===== config.mk =====
export PLATFORM = sky130hd
export DESIGN_NAME = smb_host_regs
export DESIGN_NICKNAME = d
export VERILOG_FILES = /design/src/rtl/smb_host_pkg.sv /design/src/rtl/smb_proto_decode.sv /design/src/rtl/smb_blk_buf.sv /design/src/rtl/smb_host_regs.sv
export SDC_FILE = /design/constraint.sdc
export NUM_CORES = 1
export LEC_CHECK = 0
export BUFFER_PORTS_ARGS = -buffer_cell sky130_fd_sc_hd__buf_2
export CAP_MARGIN = 40
export CORE_ASPECT_RATIO = 0.5
export CORE_MARGIN = 5
export CORE_UTILIZATION = 25
export CTS_BUF_LIST = sky130_fd_sc_hd__clkbuf_4 sky130_fd_sc_hd__clkbuf_8 sky130_fd_sc_hd__clkbuf_16
export DETAILED_ROUTE_END_ITERATION = 10
export HOLD_SLACK_MARGIN = 0.08
export PLACE_DENSITY = 0.46
export SKIP_CTS_REPAIR_TIMING = 1
export SYNTH_ARGS = -nofsm -noshare
export SYNTH_HDL_FRONTEND = slang
export SYNTH_SLANG_ARGS = --single-unit
export TNS_END_PERCENT = 10

===== constraint.sdc =====
create_clock -name clk -period 6.45 [get_ports clk]
set_input_delay 0.9675 -clock clk [delete_from_list [all_inputs] [get_ports clk]]
set_output_delay 0.9675 -clock clk [all_outputs]
set_load 0.01 [all_outputs]

===== src/rtl/smb_host_pkg.sv =====
package smb_host_pkg;

    localparam int REG_AW = 6;

    localparam logic [REG_AW-1:0] OFS_STAT = 6'h00;
    localparam logic [REG_AW-1:0] OFS_CTL  = 6'h02;
    localparam logic [REG_AW-1:0] OFS_CMD  = 6'h03;
    localparam logic [REG_AW-1:0] OFS_ADR  = 6'h04;
    localparam logic [REG_AW-1:0] OFS_D0   = 6'h05;
    localparam logic [REG_AW-1:0] OFS_D1   = 6'h06;
    localparam logic [REG_AW-1:0] OFS_BLK  = 6'h07;

    localparam int START_BIT = 6;
    localparam int ERR_BIT   = 2;

    typedef enum logic [2:0] {
        PR_QUICK = 3'd0,
        PR_BYTE  = 3'd1,
        PR_BDATA = 3'd2,
        PR_WORD  = 3'd3,
        PR_BLOCK = 3'd5
    } proto_e;

    typedef struct packed {
        logic [2:0]  proto;
        logic        rd;
        logic [6:0]  tgt;
        logic [7:0]  cmd;
        logic [15:0] wdata;
    } xfer_t;

    function automatic logic proto_ok(input logic [2:0] code);
        return (code == PR_QUICK) || (code == PR_BYTE) || (code == PR_BDATA) ||
               (code == PR_WORD)  || (code == PR_BLOCK);
    endfunction

endpackage


===== src/rtl/smb_proto_decode.sv =====
module smb_proto_decode
    import smb_host_pkg::*;
(
    input  logic [7:0]  ctl_in,
    input  logic [7:0]  adr_q,
    input  logic [7:0]  cmd_q,
    input  logic [7:0]  d0_q,
    input  logic [7:0]  d1_q,
    input  xfer_t       cur,
    input  logic [15:0] ret_data,
    output xfer_t       nxt,
    output logic        start,
    output logic        supported,
    output logic        upd_d0,
    output logic        upd_d1,
    output logic [7:0]  new_d0,
    output logic [7:0]  new_d1
);
    always_comb begin
        start      = ctl_in[START_BIT];
        supported  = proto_ok(ctl_in[4:2]);
        nxt.proto  = ctl_in[4:2];
        nxt.rd     = adr_q[0];
        nxt.tgt    = adr_q[7:1];
        nxt.cmd    = cmd_q;
        nxt.wdata  = {d1_q, d0_q};
    end

    always_comb begin
        upd_d0 = 1'b0;
        upd_d1 = 1'b0;
        new_d0 = ret_data[7:0];
        new_d1 = ret_data[15:8];
        if (cur.rd) begin
            unique case (cur.proto)
                PR_BYTE, PR_BDATA, PR_BLOCK: upd_d0 = 1'b1;
                PR_WORD: begin
                    upd_d0 = 1'b1;
                    upd_d1 = 1'b1;
                end
                default: ;
            endcase
        end
    end
endmodule


===== src/rtl/smb_blk_buf.sv =====
module smb_blk_buf #(
    parameter int DEPTH = 32,
    localparam int IW = $clog2(DEPTH)
) (
    input  logic          clk,
    input  logic          rst,
    input  logic          host_we,
    input  logic          host_re,
    input  logic [7:0]    host_wdata,
    input  logic          idx_clr,
    output logic [7:0]    host_rdata,
    input  logic [IW-1:0] eng_idx,
    input  logic          eng_we,
    input  logic [7:0]    eng_wdata,
    output logic [7:0]    eng_rdata
);
    localparam logic [IW-1:0] LAST = IW'(DEPTH - 1);

    logic [7:0]    mem [DEPTH];
    logic [IW-1:0] idx;
    logic          step;

    assign step       = host_we || host_re;
    assign host_rdata = mem[idx];
    assign eng_rdata  = mem[eng_idx];

    always_ff @(posedge clk) begin
        if (rst) begin
            idx <= '0;
        end else if (idx_clr) begin
            idx <= '0;
        end else if (step) begin
            idx <= (idx == LAST) ? '0 : idx + 1'b1;
        end
    end

    for (genvar g = 0; g < DEPTH; g++) begin : g_ent
        always_ff @(posedge clk) begin
            if (rst)
                mem[g] <= '0;
            else if (eng_we && eng_idx == IW'(g))
                mem[g] <= eng_wdata;
            else if (host_we && idx == IW'(g))
                mem[g] <= host_wdata;
        end
    end


    idx_wrap_chk: assert property (@(posedge clk) disable iff (rst)
        (step && !idx_clr && idx == LAST) |=> (idx == '0));


    idx_clr_chk: assert property (@(posedge clk) disable iff (rst)
        idx_clr |=> (idx == '0));
endmodule


===== src/rtl/smb_host_regs.sv =====
module smb_host_regs
    import smb_host_pkg::*;
#(
    parameter int ADDR_W    = REG_AW,
    parameter int BLK_DEPTH = 32,
    localparam int BIW      = $clog2(BLK_DEPTH)
) (
    input  logic              clk,
    input  logic              rst,
    input  logic              reg_wr,
    input  logic              reg_rd,
    input  logic [ADDR_W-1:0] reg_addr,
    input  logic [7:0]        reg_wdata,
    output logic [7:0]        reg_rdata,
    output logic              eng_req,
    output logic [2:0]        eng_proto,
    output logic              eng_rd,
    output logic [6:0]        eng_tgt,
    output logic [7:0]        eng_cmd,
    output logic [15:0]       eng_wdata,
    input  logic              eng_ack,
    input  logic [15:0]       eng_rdata,
    input  logic [BIW-1:0]    eng_buf_idx,
    input  logic              eng_buf_we,
    input  logic [7:0]        eng_buf_wdata,
    output logic [7:0]        eng_buf_rdata
);
    logic [7:0] stat_q, ctl_q, cmd_q, adr_q, d0_q, d1_q;
    logic       busy_q;
    xfer_t      xfer_q, xfer_n;
    logic       start, supported, upd_d0, upd_d1;
    logic [7:0] new_d0, new_d1, blk_rdata;

    logic wr_stat, wr_ctl, rd_ctl, wr_blk, rd_blk;
    assign wr_stat = reg_wr && reg_addr == ADDR_W'(OFS_STAT);
    assign wr_ctl  = reg_wr && reg_addr == ADDR_W'(OFS_CTL);
    assign rd_ctl  = reg_rd && reg_addr == ADDR_W'(OFS_CTL);
    assign wr_blk  = reg_wr && reg_addr == ADDR_W'(OFS_BLK);
    assign rd_blk  = reg_rd && reg_addr == ADDR_W'(OFS_BLK);

    smb_proto_decode u_dec (
        .ctl_in    (reg_wdata),
        .adr_q     (adr_q),
        .cmd_q     (cmd_q),
        .d0_q      (d0_q),
        .d1_q      (d1_q),
        .cur       (xfer_q),
        .ret_data  (eng_rdata),
        .nxt       (xfer_n),
        .start     (start),
        .supported (supported),
        .upd_d0    (upd_d0),
        .upd_d1    (upd_d1),
        .new_d0    (new_d0),
        .new_d1    (new_d1)
    );

    smb_blk_buf #(.DEPTH(BLK_DEPTH)) u_buf (
        .clk        (clk),
        .rst        (rst),
        .host_we    (wr_blk),
        .host_re    (rd_blk),
        .host_wdata (reg_wdata),
        .idx_clr    (wr_stat || rd_ctl),
        .host_rdata (blk_rdata),
        .eng_idx    (eng_buf_idx),
        .eng_we     (eng_buf_we),
        .eng_wdata  (eng_buf_wdata),
        .eng_rdata  (eng_buf_rdata)
    );

    always_ff @(posedge clk) begin
        if (rst) begin
            stat_q <= '0;
            ctl_q  <= '0;
            cmd_q  <= '0;
            adr_q  <= '0;
            d0_q   <= '0;
            d1_q   <= '0;
            busy_q <= 1'b0;
            xfer_q <= '0;
        end else begin
            if (reg_wr) begin
                unique case (reg_addr)
                    ADDR_W'(OFS_STAT): stat_q <= '0;
                    ADDR_W'(OFS_CTL): begin
                        ctl_q <= reg_wdata;
                        if (start && !busy_q) begin
                            if (supported) begin
                                busy_q <= 1'b1;
                                xfer_q <= xfer_n;
                            end else begin
                                stat_q[ERR_BIT] <= 1'b1;
                            end
                        end
                    end
                    ADDR_W'(OFS_CMD): cmd_q <= reg_wdata;
                    ADDR_W'(OFS_ADR): adr_q <= reg_wdata;
                    ADDR_W'(OFS_D0):  d0_q  <= reg_wdata;
                    ADDR_W'(OFS_D1):  d1_q  <= reg_wdata;
                    default: ;
                endcase
            end
            if (busy_q && eng_ack) begin
                busy_q <= 1'b0;
                if (upd_d0) d0_q <= new_d0;
                if (upd_d1) d1_q <= new_d1;
            end
        end
    end

    always_comb begin
        unique case (reg_addr)
            ADDR_W'(OFS_STAT): reg_rdata = stat_q;
            ADDR_W'(OFS_CTL):  reg_rdata = {3'b000, ctl_q[4:0]};
            ADDR_W'(OFS_CMD):  reg_rdata = cmd_q;
            ADDR_W'(OFS_ADR):  reg_rdata = adr_q;
            ADDR_W'(OFS_D0):   reg_rdata = d0_q;
            ADDR_W'(OFS_D1):   reg_rdata = d1_q;
            ADDR_W'(OFS_BLK):  reg_rdata = blk_rdata;
            default:           reg_rdata = '0;
        endcase
    end

    assign eng_req   = busy_q;
    assign eng_proto = xfer_q.proto;
    assign eng_rd    = xfer_q.rd;
    assign eng_tgt   = xfer_q.tgt;
    assign eng_cmd   = xfer_q.cmd;
    assign eng_wdata = xfer_q.wdata;


    req_hold_chk: assert property (@(posedge clk) disable iff (rst)
        (eng_req && !eng_ack) |=> (eng_req && $stable(eng_proto) &&
                                   $stable(eng_tgt) && $stable(eng_cmd)));


    req_proto_chk: assert property (@(posedge clk) disable iff (rst)
        eng_req |-> proto_ok(eng_proto));


    bad_proto_chk: assert property (@(posedge clk) disable iff (rst)
        (wr_ctl && reg_wdata[START_BIT] && !eng_req && !proto_ok(reg_wdata[4:2]))
        |=> (!eng_req && stat_q[ERR_BIT]));


    busy_ign_chk: assert property (@(posedge clk) disable iff (rst)
        (eng_req && !eng_ack && wr_ctl) |=> ($stable(eng_proto) && $stable(stat_q)));


    stat_clr_chk: assert property (@(posedge clk) disable iff (rst)
        wr_stat |=> (stat_q == 8'h00));
endmodule


**Yosys cells after proc, flatten, opt, wreduce, memory -nomap -nowiden**

Memories as Yosys holds them, arrays and structs flattened. A register that Yosys moved wholly into a read port is not among the register bits.
Index checks and enable logic that the tools add are counted.

- Flip-flop bits (word level): 79
- RAM bits: 256
- Output and inout port bits: 52
- Memories kept: 1

- $add $sub $neg: 1
- Eq/ne operators: 78
- Multiplexer cells: 309
- Bitwise operators: 64
- Reduce and logical (&&, ||, !) cells: 90

Memories:

| memory | depth | bits a word | rd ports | clocked after memory_dff | write ports | line | RTL |
|---|---|---|---|---|---|---|---|
| u_buf.mem | 32 | 8 | 2 | 1 | 32 | smb_blk_buf.sv:19 | `logic [7:0] mem [DEPTH];` |

Operator list:

| operator | count |
|---|---|
| $mux W8 | 72 |
| $mux W1 | 232 |
| $eq A5 B5 Y1 const B | 32 |
| $eq A5 B4 Y1 const B | 16 |
| $logic_and A1 B1 Y1 | 70 |
| $or A1 B1 Y1 | 64 |
| $pmux W8 S7 | 1 |
| $eq A5 B3 Y1 const B | 8 |
| $eq A6 B3 Y1 const B | 4 |
| $eq A5 B2 Y1 const B | 4 |
| $mux W5 | 3 |
| $eq A3 B2 Y1 const B | 4 |
| $eq A6 B2 Y1 const B | 2 |
| $eq A5 B1 Y1 const B | 2 |
| $logic_not A5 Y1 | 2 |
| $reduce_and A4 Y1 | 2 |
| $eq A3 B1 Y1 const B | 2 |
| $eq A3 B3 Y1 const B | 2 |
| $logic_not A6 Y1 | 1 |
| $logic_or A1 B1 Y1 | 6 |
| $reduce_and A2 Y1 | 3 |
| $add A5 B1 Y5 const B | 1 |
| $reduce_or A2 Y1 | 2 |
| $reduce_or A4 Y1 | 1 |
| 6 further kinds | 6 |

**Longest topological paths before layout**

Gate-level depths: netlist of run 1.

- Word-level depth: 8
- Gate-level depth with buffers: 9

**By module**

A second synthesis of run 1 with hierarchy kept.

- Cells, all modules: 1543
- Area total of the unflattened synthesis: 19367.3 sq um

Modules (own cells, without submodules):

| module | instances | cells each | area each (sq um) | seq. area each (sq um) |
|---|---|---|---|---|
| smb_blk_buf | 1 | 1116 | 15710.1 | 7887.6 |
| smb_host_regs | 1 | 370 | 3234.4 | 1481.4 |
| smb_proto_decode | 1 | 57 | 422.9 | 0.0 |

**Worst setup path after synthesis of run 1**

OpenSTA, ideal clock, no wires.

- Path type: input to output
- Start point: in eng_buf_idx[0]
- End point: out eng_buf_rdata[0]
- Data arrival time: 2831 ps
- Required time: 5483 ps
- Slack: 2652 ps
- Stages on the path: 5
- Path buffers: 2
- Path through: clkbuf_1 > buf_2 > mux4_2 > mux4_2 > mux2_2

- Word-level cells in the longest chain between the ends: 1

RTL lines:

| element | line | RTL |
|---|---|---|
| start, declared | smb_host_regs.sv:23 | `input logic [BIW-1:0] eng_buf_idx,` |
| $mem_v2 Z32 W8 | -- |  |
| end, declared | smb_host_regs.sv:26 | `output logic [7:0] eng_buf_rdata` |

Every way passes these cells.

==> results of run 1 <==
[cell type report]
| cell class | instances | area (um2) |
|---|---|---|
| Sequential cell | 340 | 9374 |
| Multi-Input combinational cell | 1037 | 9245 |
| Timing Repair Buffer | 147 | 1057 |
| Inverter | 6 | 22.52 |
| Clock buffer | 54 | 1142 |
| Tap cell | 1022 | 1279 |
| Clock inverter | 15 | 96.34 |
| Fill cell | 7750 | 53470 |
[synthesized netlist by cell type, types with 3 or more instances]
cell type,count,area (um2)
a211o_1,11,96.34
a211oi_1,19,142.6
a21oi_1,68,340.3
a221oi_1,11,96.34
a22o_1,268,2347
a22oi_1,6,45.04
a311o_1,4,40.04
a311oi_1,8,70.07
and3_1,10,62.56
and3b_1,3,26.28
buf_1,6,22.52
buf_2,23,115.1
buf_4,4,30.03
clkbuf_1,113,424.2
dfxtp_1,84,1682
edfxtp_1,256,7687
ha_1,6,75.07
inv_1,6,22.52
mux2_2,19,214.0
mux2i_1,90,900.9
mux4_2,115,2590
nand2_1,123,461.7
nand2b_1,12,75.07
nand3_1,27,135.1
nor2_1,98,367.9
nor2b_1,18,112.6
nor3_1,14,70.07
nor3_2,17,170.2
nor3_4,6,97.59
nor3b_4,5,93.84
nor4_1,5,31.28
o211ai_1,4,30.03
o21ai_0,17,85.08
o221ai_1,5,43.79
or3_1,17,106.4
[critical path: stages, from the launching register on]
cell,delay [ns]
dfxtp_4,0.84
buf_4,0.76
mux2i_1,0.16
a22o_1,0.26
a221oi_1,0.60
o221ai_1,0.33
o211ai_1,0.35
buf_2,0.20
[worst max path at each step]
stage                               from               end  cells after the start
after floorplan           eng_buf_idx[0]  eng_buf_rdata[0]                      5
after global placement    eng_buf_idx[0]  eng_buf_rdata[1]                      6
after detailed placement  eng_buf_idx[0]  eng_buf_rdata[1]                      6
after CTS                           flop      reg_rdata[2]                      7
after global routing                flop      reg_rdata[2]                      7
final                               flop      reg_rdata[2]                      7
[power breakdown]
group          leakage [uW]  internal, uW  total [uW]  switching [uW]
clock network      0.000633          1280        2220             940
registers           0.00313          2440        2540            95.4
logic               0.00353           191         505             314
[stage by stage]
stage	total power (uW)	std cells
2_1_floorplan	2818	1530
6_report	5261	2621
3_5_place_dp	3077	2551
5_1_grt	5404	2621
4_1_cts	5284	2620
3_3_place_gp	3060	2527
[state kept, by name, summed over array words and instances (netlist names), 3 cells and up, named ones only]
name	flops
eng_wdata	16
eng_tgt	7
u_buf.mem	256
ctl_q	5
u_buf.idx	5
eng_proto	3
adr_q	8
d0_q	8
d1_q	8
cmd_q	8
eng_cmd	8
[per-layer routing]
metal	wire (um)	vias to the layer above	GRT usage, %
met1	36060	7759	27.52
li1	-	6254	-
met3	7974	81	4.406
met4	1709	0	4.313
met5	0	-	0
met2	33030	815	26.76
[logic make-up after synthesis]
| family | Yosys count |
|---|---|
| compound gates | 431 |
| fa+ha+maj | 6 |
| buf+inv | 153 |
| flops | 340 |
| mux | 224 |
| simple gates | 376 |
==> summary.md, run 1 <==
| Metric | Value |
|---|---|
| DR pass1 iterations | `6` |
| Antenna Nets Post-Route | `0` |
| Final Hold Slack | `0.4521 ns` |
| Vias per cell | `5.688` |
| Cells after Synth | `1530` |
| Layout cells sized above 1 | `24.45%` |
| DR iter-0 viols | `1877` |
| Primary FF master, synth | `edfxtp_1` |
| Sequential area share after synthesis | `48.72%` |
| Most frequent cells in the layout | `a22o_1, edfxtp_1, nand2_1` |
| Vias | `14910` |
| Critical Path Fanout Max | `46` |
| Post-Synth XOR/XNOR Area | `0%` |
| Core area | `75690 um2` |
| Final hold violations | `0` |
| Hold depth | `2` |
| Die Y | `206.1 um` |
| Root Buffer | `clkbuf_16` |
| Final instance area | `22220 um2` |
| Initial Utilization | `25.41%` |
| Number of diodes | `0` |
| Remaining global-route overflow | `0` |
| Final setup viols | `0` |
| Post-DP Area | `20970 um2` |
| Fmax | `198.1 MHz` |
| Synth unique cells | `61` |
| Die Wd | `402.2 um` |
| Crit share post-route | `78.27%` |
| Worst Skew | `0.02896 ns` |
| Gpl congestion | `0.9093` |
| DRC | `0` |
| Dpl ws | `1.908 ns` |
| Compound-Gate Fraction of Synth Area | `17.80%` |
| DRT Wirelength | `78780 um` |
| Status | `finished, final reports clean` |
| Crit start category | `flop` |
| Max Cap Viol | `0` |
| Syn_nets | `1585` |
| Largest net degree at the start of global routing | `73` |
| Worst Setup Slack, final | `1.402 ns` |
| # IOs | `101` |
| Fin. max-slew vios | `0` |
| Yosys reg bits | `340` |
| Yosys warning count | `0` |
| CP required | `5.48 ns` |
| Worst slew pin tran | `0.9532 ns` |
| R2R depth | `4` |
| Leak Pwr | `0.007292 uW` |
| EDFF count, synth | `256` |
| CTS max path bufs | `3` |
| Gr usage total | `18.42%` |
| Syn avg cell area | `12.57 um2` |
| Worst-skew pair later-pin latency | `0.57 ns` |
| RR Endpoint | `u_buf.mem[8][0]` |
| R2r startpoint | `u_buf.idx[3]` |
| Area growth, synth to finish | `15.52%` |
| Global-route wire length before repair | `110600 um` |
| Slew HR | `36.22%` |
| Commonest non-fill, non-tap cell in the layout | `a22o_1` |
| Total Nets Final | `1625` |
| Antenna violations before repair | `2` |
| Largest family of logic cells by synthesized area | `multiplexers` |
| Htree depth | `2` |
| Power Dens Cells | `236.8 nW/um2` |
| Rows | `71` |
| Input/output buffers | `100` |
| Asr flop ratio synth | `0%` |
| RSZ-0062 raised after global routing | `no` |
| Clock transition at path regs | `0.06 ns` |
| Hold/Removal Path Class | `flop to flop` |
| Critical path data arrival time | `4.08 ns` |
| Sum Neg Setup Slack | `0 ns` |
| CP endpoint kind | `output port` |
| Synth Cell Area | `19230 um2` |
| Half-perimeter wire length after placement | `56730 um` |
| Clk sinks | `340` |
| FF-to-FF setup slack | `3.56 ns` |
| Post-synthesis mux area share | `19.26%` |
| Vias in the first global route | `14040` |
| Final core utilization | `29.35%` |
| Die Area | `82910 um2` |
| CTS tree | `done` |
| Adder-Cell Fraction of Synth Area | `0.3904%` |
| Area fraction in and, or, nand and nor cells after synthesis | `10.61%` |
| WS Path Type | `flop to output port` |
| Min Tclk post-route | `5.048 ns` |
| Wire per inst | `30.06 um` |
| Endpoint, Worst Hold | `eng_tgt[2]` |
| Maximum VDD drop | `0.1381 mV` |
| Number of CTS-inserted buffers | `38` |
| Hold path start | `eng_tgt[2]` |
(Power assumes the default switching activity.)
==> run 2: changes to the inputs <==
--- a/config.mk
+++ b/config.mk
@@ -13,7 +13,7 @@
 export CTS_BUF_LIST = sky130_fd_sc_hd__clkbuf_4 sky130_fd_sc_hd__clkbuf_8 sky130_fd_sc_hd__clkbuf_16
 export DETAILED_ROUTE_END_ITERATION = 10
 export HOLD_SLACK_MARGIN = 0.08
-export PLACE_DENSITY = 0.46
+export PLACE_DENSITY = 0.48
 export SKIP_CTS_REPAIR_TIMING = 1
 export SYNTH_ARGS = -nofsm -noshare
 export SYNTH_HDL_FRONTEND = slang
==> constraint.sdc (replaced) <==
create_clock -name clk -period 4.2 [get_ports clk]
set_input_delay 0.63 -clock clk [delete_from_list [all_inputs] [get_ports clk]]
set_output_delay 0.63 -clock clk [all_outputs]
set_load 0.01 [all_outputs]
==> run 2 against run 1 <==
Sequential power is 53% higher. Sequential share of layout area down 0.35 points. Via count grew 0.62%. Largest power group unchanged. Worst setup slack got worse by 1.1 ns. Critical path depth decreased by 1. Critical endpoint is now reg_rdata[0]. Critical path type unchanged. Combinational power is 59% higher.
==> summary.md, run 2 (synthesized netlist as in run 1, its figures left out) <==
| Metric | Value |
|---|---|
| Status | `finished, final reports clean` |
| Switching Share | `25.88% (+0.23 points)` |
| Clock power share | `41.9% (-0.2 points)` |
| Crit share post-route | `93.23%` |
| Cells after DPL | `2575 (+0.94%)` |
| Seq pwr share | `48.2% (about the same)` |
| Post-DP Area | `21140 um2 (+0.79%)` |
| Largest stage delay, worst path | `0.61 ns (-0.23 ns)` |
| WS Path Type | `flop to output port` |
| Metal2 WL | `34800 um (+5.3%)` |
| DRC | `0 (unchanged)` |
| Critical Path Fanout Max | `23 (-50%)` |
| CP endpoint kind | `output port` |
| Final instance area | `22410 um2 (+0.86%)` |
| Worst-skew pair later-pin latency | `0.57 ns (about the same)` |
| DR iter-0 viols | `1941 (+3.4%)` |
| Maximum VDD drop | `0.2449 mV (+77%)` |
| Global-route wire length before repair | `111600 um (+0.84%)` |
| Max Cap Viol | `0 (unchanged)` |
| Total Nets Final | `1649 (+1.5%)` |
| Top reg by flops | `u_buf.mem` |
| Power, Total | `8073 uW (+53%)` |
| Clock transition at path regs | `0.06 ns (about the same)` |
| Die Area | `82910 um2 (unchanged)` |
| Commonest non-fill, non-tap cell in the layout | `a22o_1` |
| Internal | `5984 uW (+53%)` |
| Logic pwr share | `9.9% (+0.3 points)` |
| Half-perimeter wire length after placement | `57060 um (+0.58%)` |
| RSZ-0062 raised after global routing | `no` |
| Power Dens Cells | `360.3 nW/um2 (+52%)` |
| Rows | `71 (unchanged)` |
| Final hold violations | `0 (unchanged)` |
| Slew HR | `38.59% (+2.4 points)` |
| Critical path data arrival time | `3.29 ns (-0.79 ns)` |
| Die Wd | `402.2 um (unchanged)` |
| Core area | `75690 um2 (unchanged)` |
| Initial Utilization | `25.41% (unchanged)` |
| Dpl ws | `0.5327 ns (-1.375 ns)` |
| Crit start category | `flop` |
| Top layer in use | `met4` |
| Worst slew pin tran | `0.9161 ns (-0.03708 ns)` |
| Worst path slowest cell | `dfxtp_4` |
| CP required | `3.57 ns (-1.91 ns)` |
| Non-filler instance count after layout | `2647 (+0.99%)` |
| Input/output buffers | `100 (unchanged)` |
| Hold path start | `eng_ack` |
| Fin. max-slew vios | `0 (unchanged)` |
| Antenna violations before repair | `3 (+1)` |
| Number of CTS-inserted buffers | `38 (unchanged)` |
| Area growth, synth to finish | `16.52%` |
| DRT Wirelength | `79070 um (+0.37%)` |
| Met3 WL | `7549 um (-5.3%)` |
| CP Cell Sequence | `buf_4 -> mux4_2 -> mux2_2 -> o21ai_0 -> o211ai_1 -> buf_2` |
| Antenna Nets Post-Route | `0 (unchanged)` |
| Max reg flops | `256 (unchanged)` |
| Final setup viols | `0 (unchanged)` |
| R2r startpoint | `u_buf.idx[4]` |
| # IOs | `101 (unchanged)` |
| Largest net degree at the start of global routing | `73 (unchanged)` |
| Root Buffer | `clkbuf_16` |
| Fmax | `255.4 MHz` |
| Vias per cell | `5.668 (-0.36%)` |
| Remaining global-route overflow | `0 (unchanged)` |
| Clk sinks | `340 (unchanged)` |
| Min Tclk post-route | `3.916 ns` |
| Most frequent cells in the layout | `a22o_1, edfxtp_1, nand2_1` |
| Hold/Removal Path Class | `input port to flop` |
| Vias in the first global route | `14360 (+2.3%)` |
| Worst Skew | `0.01762 ns (-0.01134 ns)` |
| Metal1 wirelength | `34870 um (-3.3%)` |
| Final Hold Slack | `0.3551 ns (-0.09695 ns)` |
| Layout cells sized above 1 | `25.62% (+1.2 points)` |
| Switching power | `2090 uW (+55%)` |
| Wire per inst | `29.87 um (-0.62%)` |
| Leak Pwr | `0.007396 uW (+1.4%)` |
| Gpl congestion | `0.9473 (+4.2%)` |
| Worst Setup Slack, final | `0.2841 ns (-1.118 ns)` |
| CTS tree | `done` |
| DR pass1 iterations | `5 (-1)` |
| CTS max path bufs | `3 (unchanged)` |
| Htree depth | `2 (unchanged)` |
| Vias | `15000 (+0.62%)` |
| Die Y | `206.1 um (unchanged)` |
| Gr usage total | `18.50% (+0.080 points)` |
## run 2: cell types whose count changed in the layout (fill, tap and decap cells not counted), sizes merged
cell      delta
clkinv       -1
diode        +1
clkbuf       +2
clkinvlp     +1
inv          -1
buf         +24
## run 2: worst max-delay path: cells and delay by family, from the launching register on
kind	cells	cell delay, ns
multiplexers	2	0.84
AO/OA/AOI/OAI	2	0.69
flip-flops	1	0.61
buffers and inverters	2	0.55
## run 2: layout make-up
type | instances | area [um2]
Fill cell | 7743 | 53280
Sequential cell | 340 | 9376
Multi-Input combinational cell | 1037 | 9251
Tap cell | 1022 | 1279
Timing Repair Buffer | 171 | 1236
Clock buffer | 56 | 1122
Clock inverter | 14 | 117.6
Inverter | 6 | 22.52
Antenna cell | 1 | 2.502
## run 2: power by group through the flow
stage	registers, uW	clock network (uW)	logic [uW]
2_1_floorplan	3860	0	467
3_3_place_gp	3950	0	762
3_5_place_dp	3950	0	787
4_1_cts	3880	3430	791
5_1_grt	3890	3570	826
6_report	3890	3380	802
## run 2: per-stage QoR
stage	setup TNS, ns	utilization, %
floorplan	0	-
global route	0	29.61
global placement	0	27.61
detailed placement	0	27.93
finish	0	29.61
CTS	-0.08518	29.56
## run 2: path summary, 6_finish.rpt
check / end / slack [ns] / cells past startpoint
worst max-delay path: reg_rdata[0] / 0.28 / 6
worst min-delay path: eng_req / 0.36 / 3
worst max register to register: u_buf.mem[16][5] / 1.36 / 5
worst min register to register: eng_wdata[0] / 0.46 / 2
## run 2: layer usage
layer	global-route usage [%]	vias up
met5	0	-
met4	4.796	0
met3	4.228	101
met2	28.29	817
met1	26.47	7777
li1	-	6307
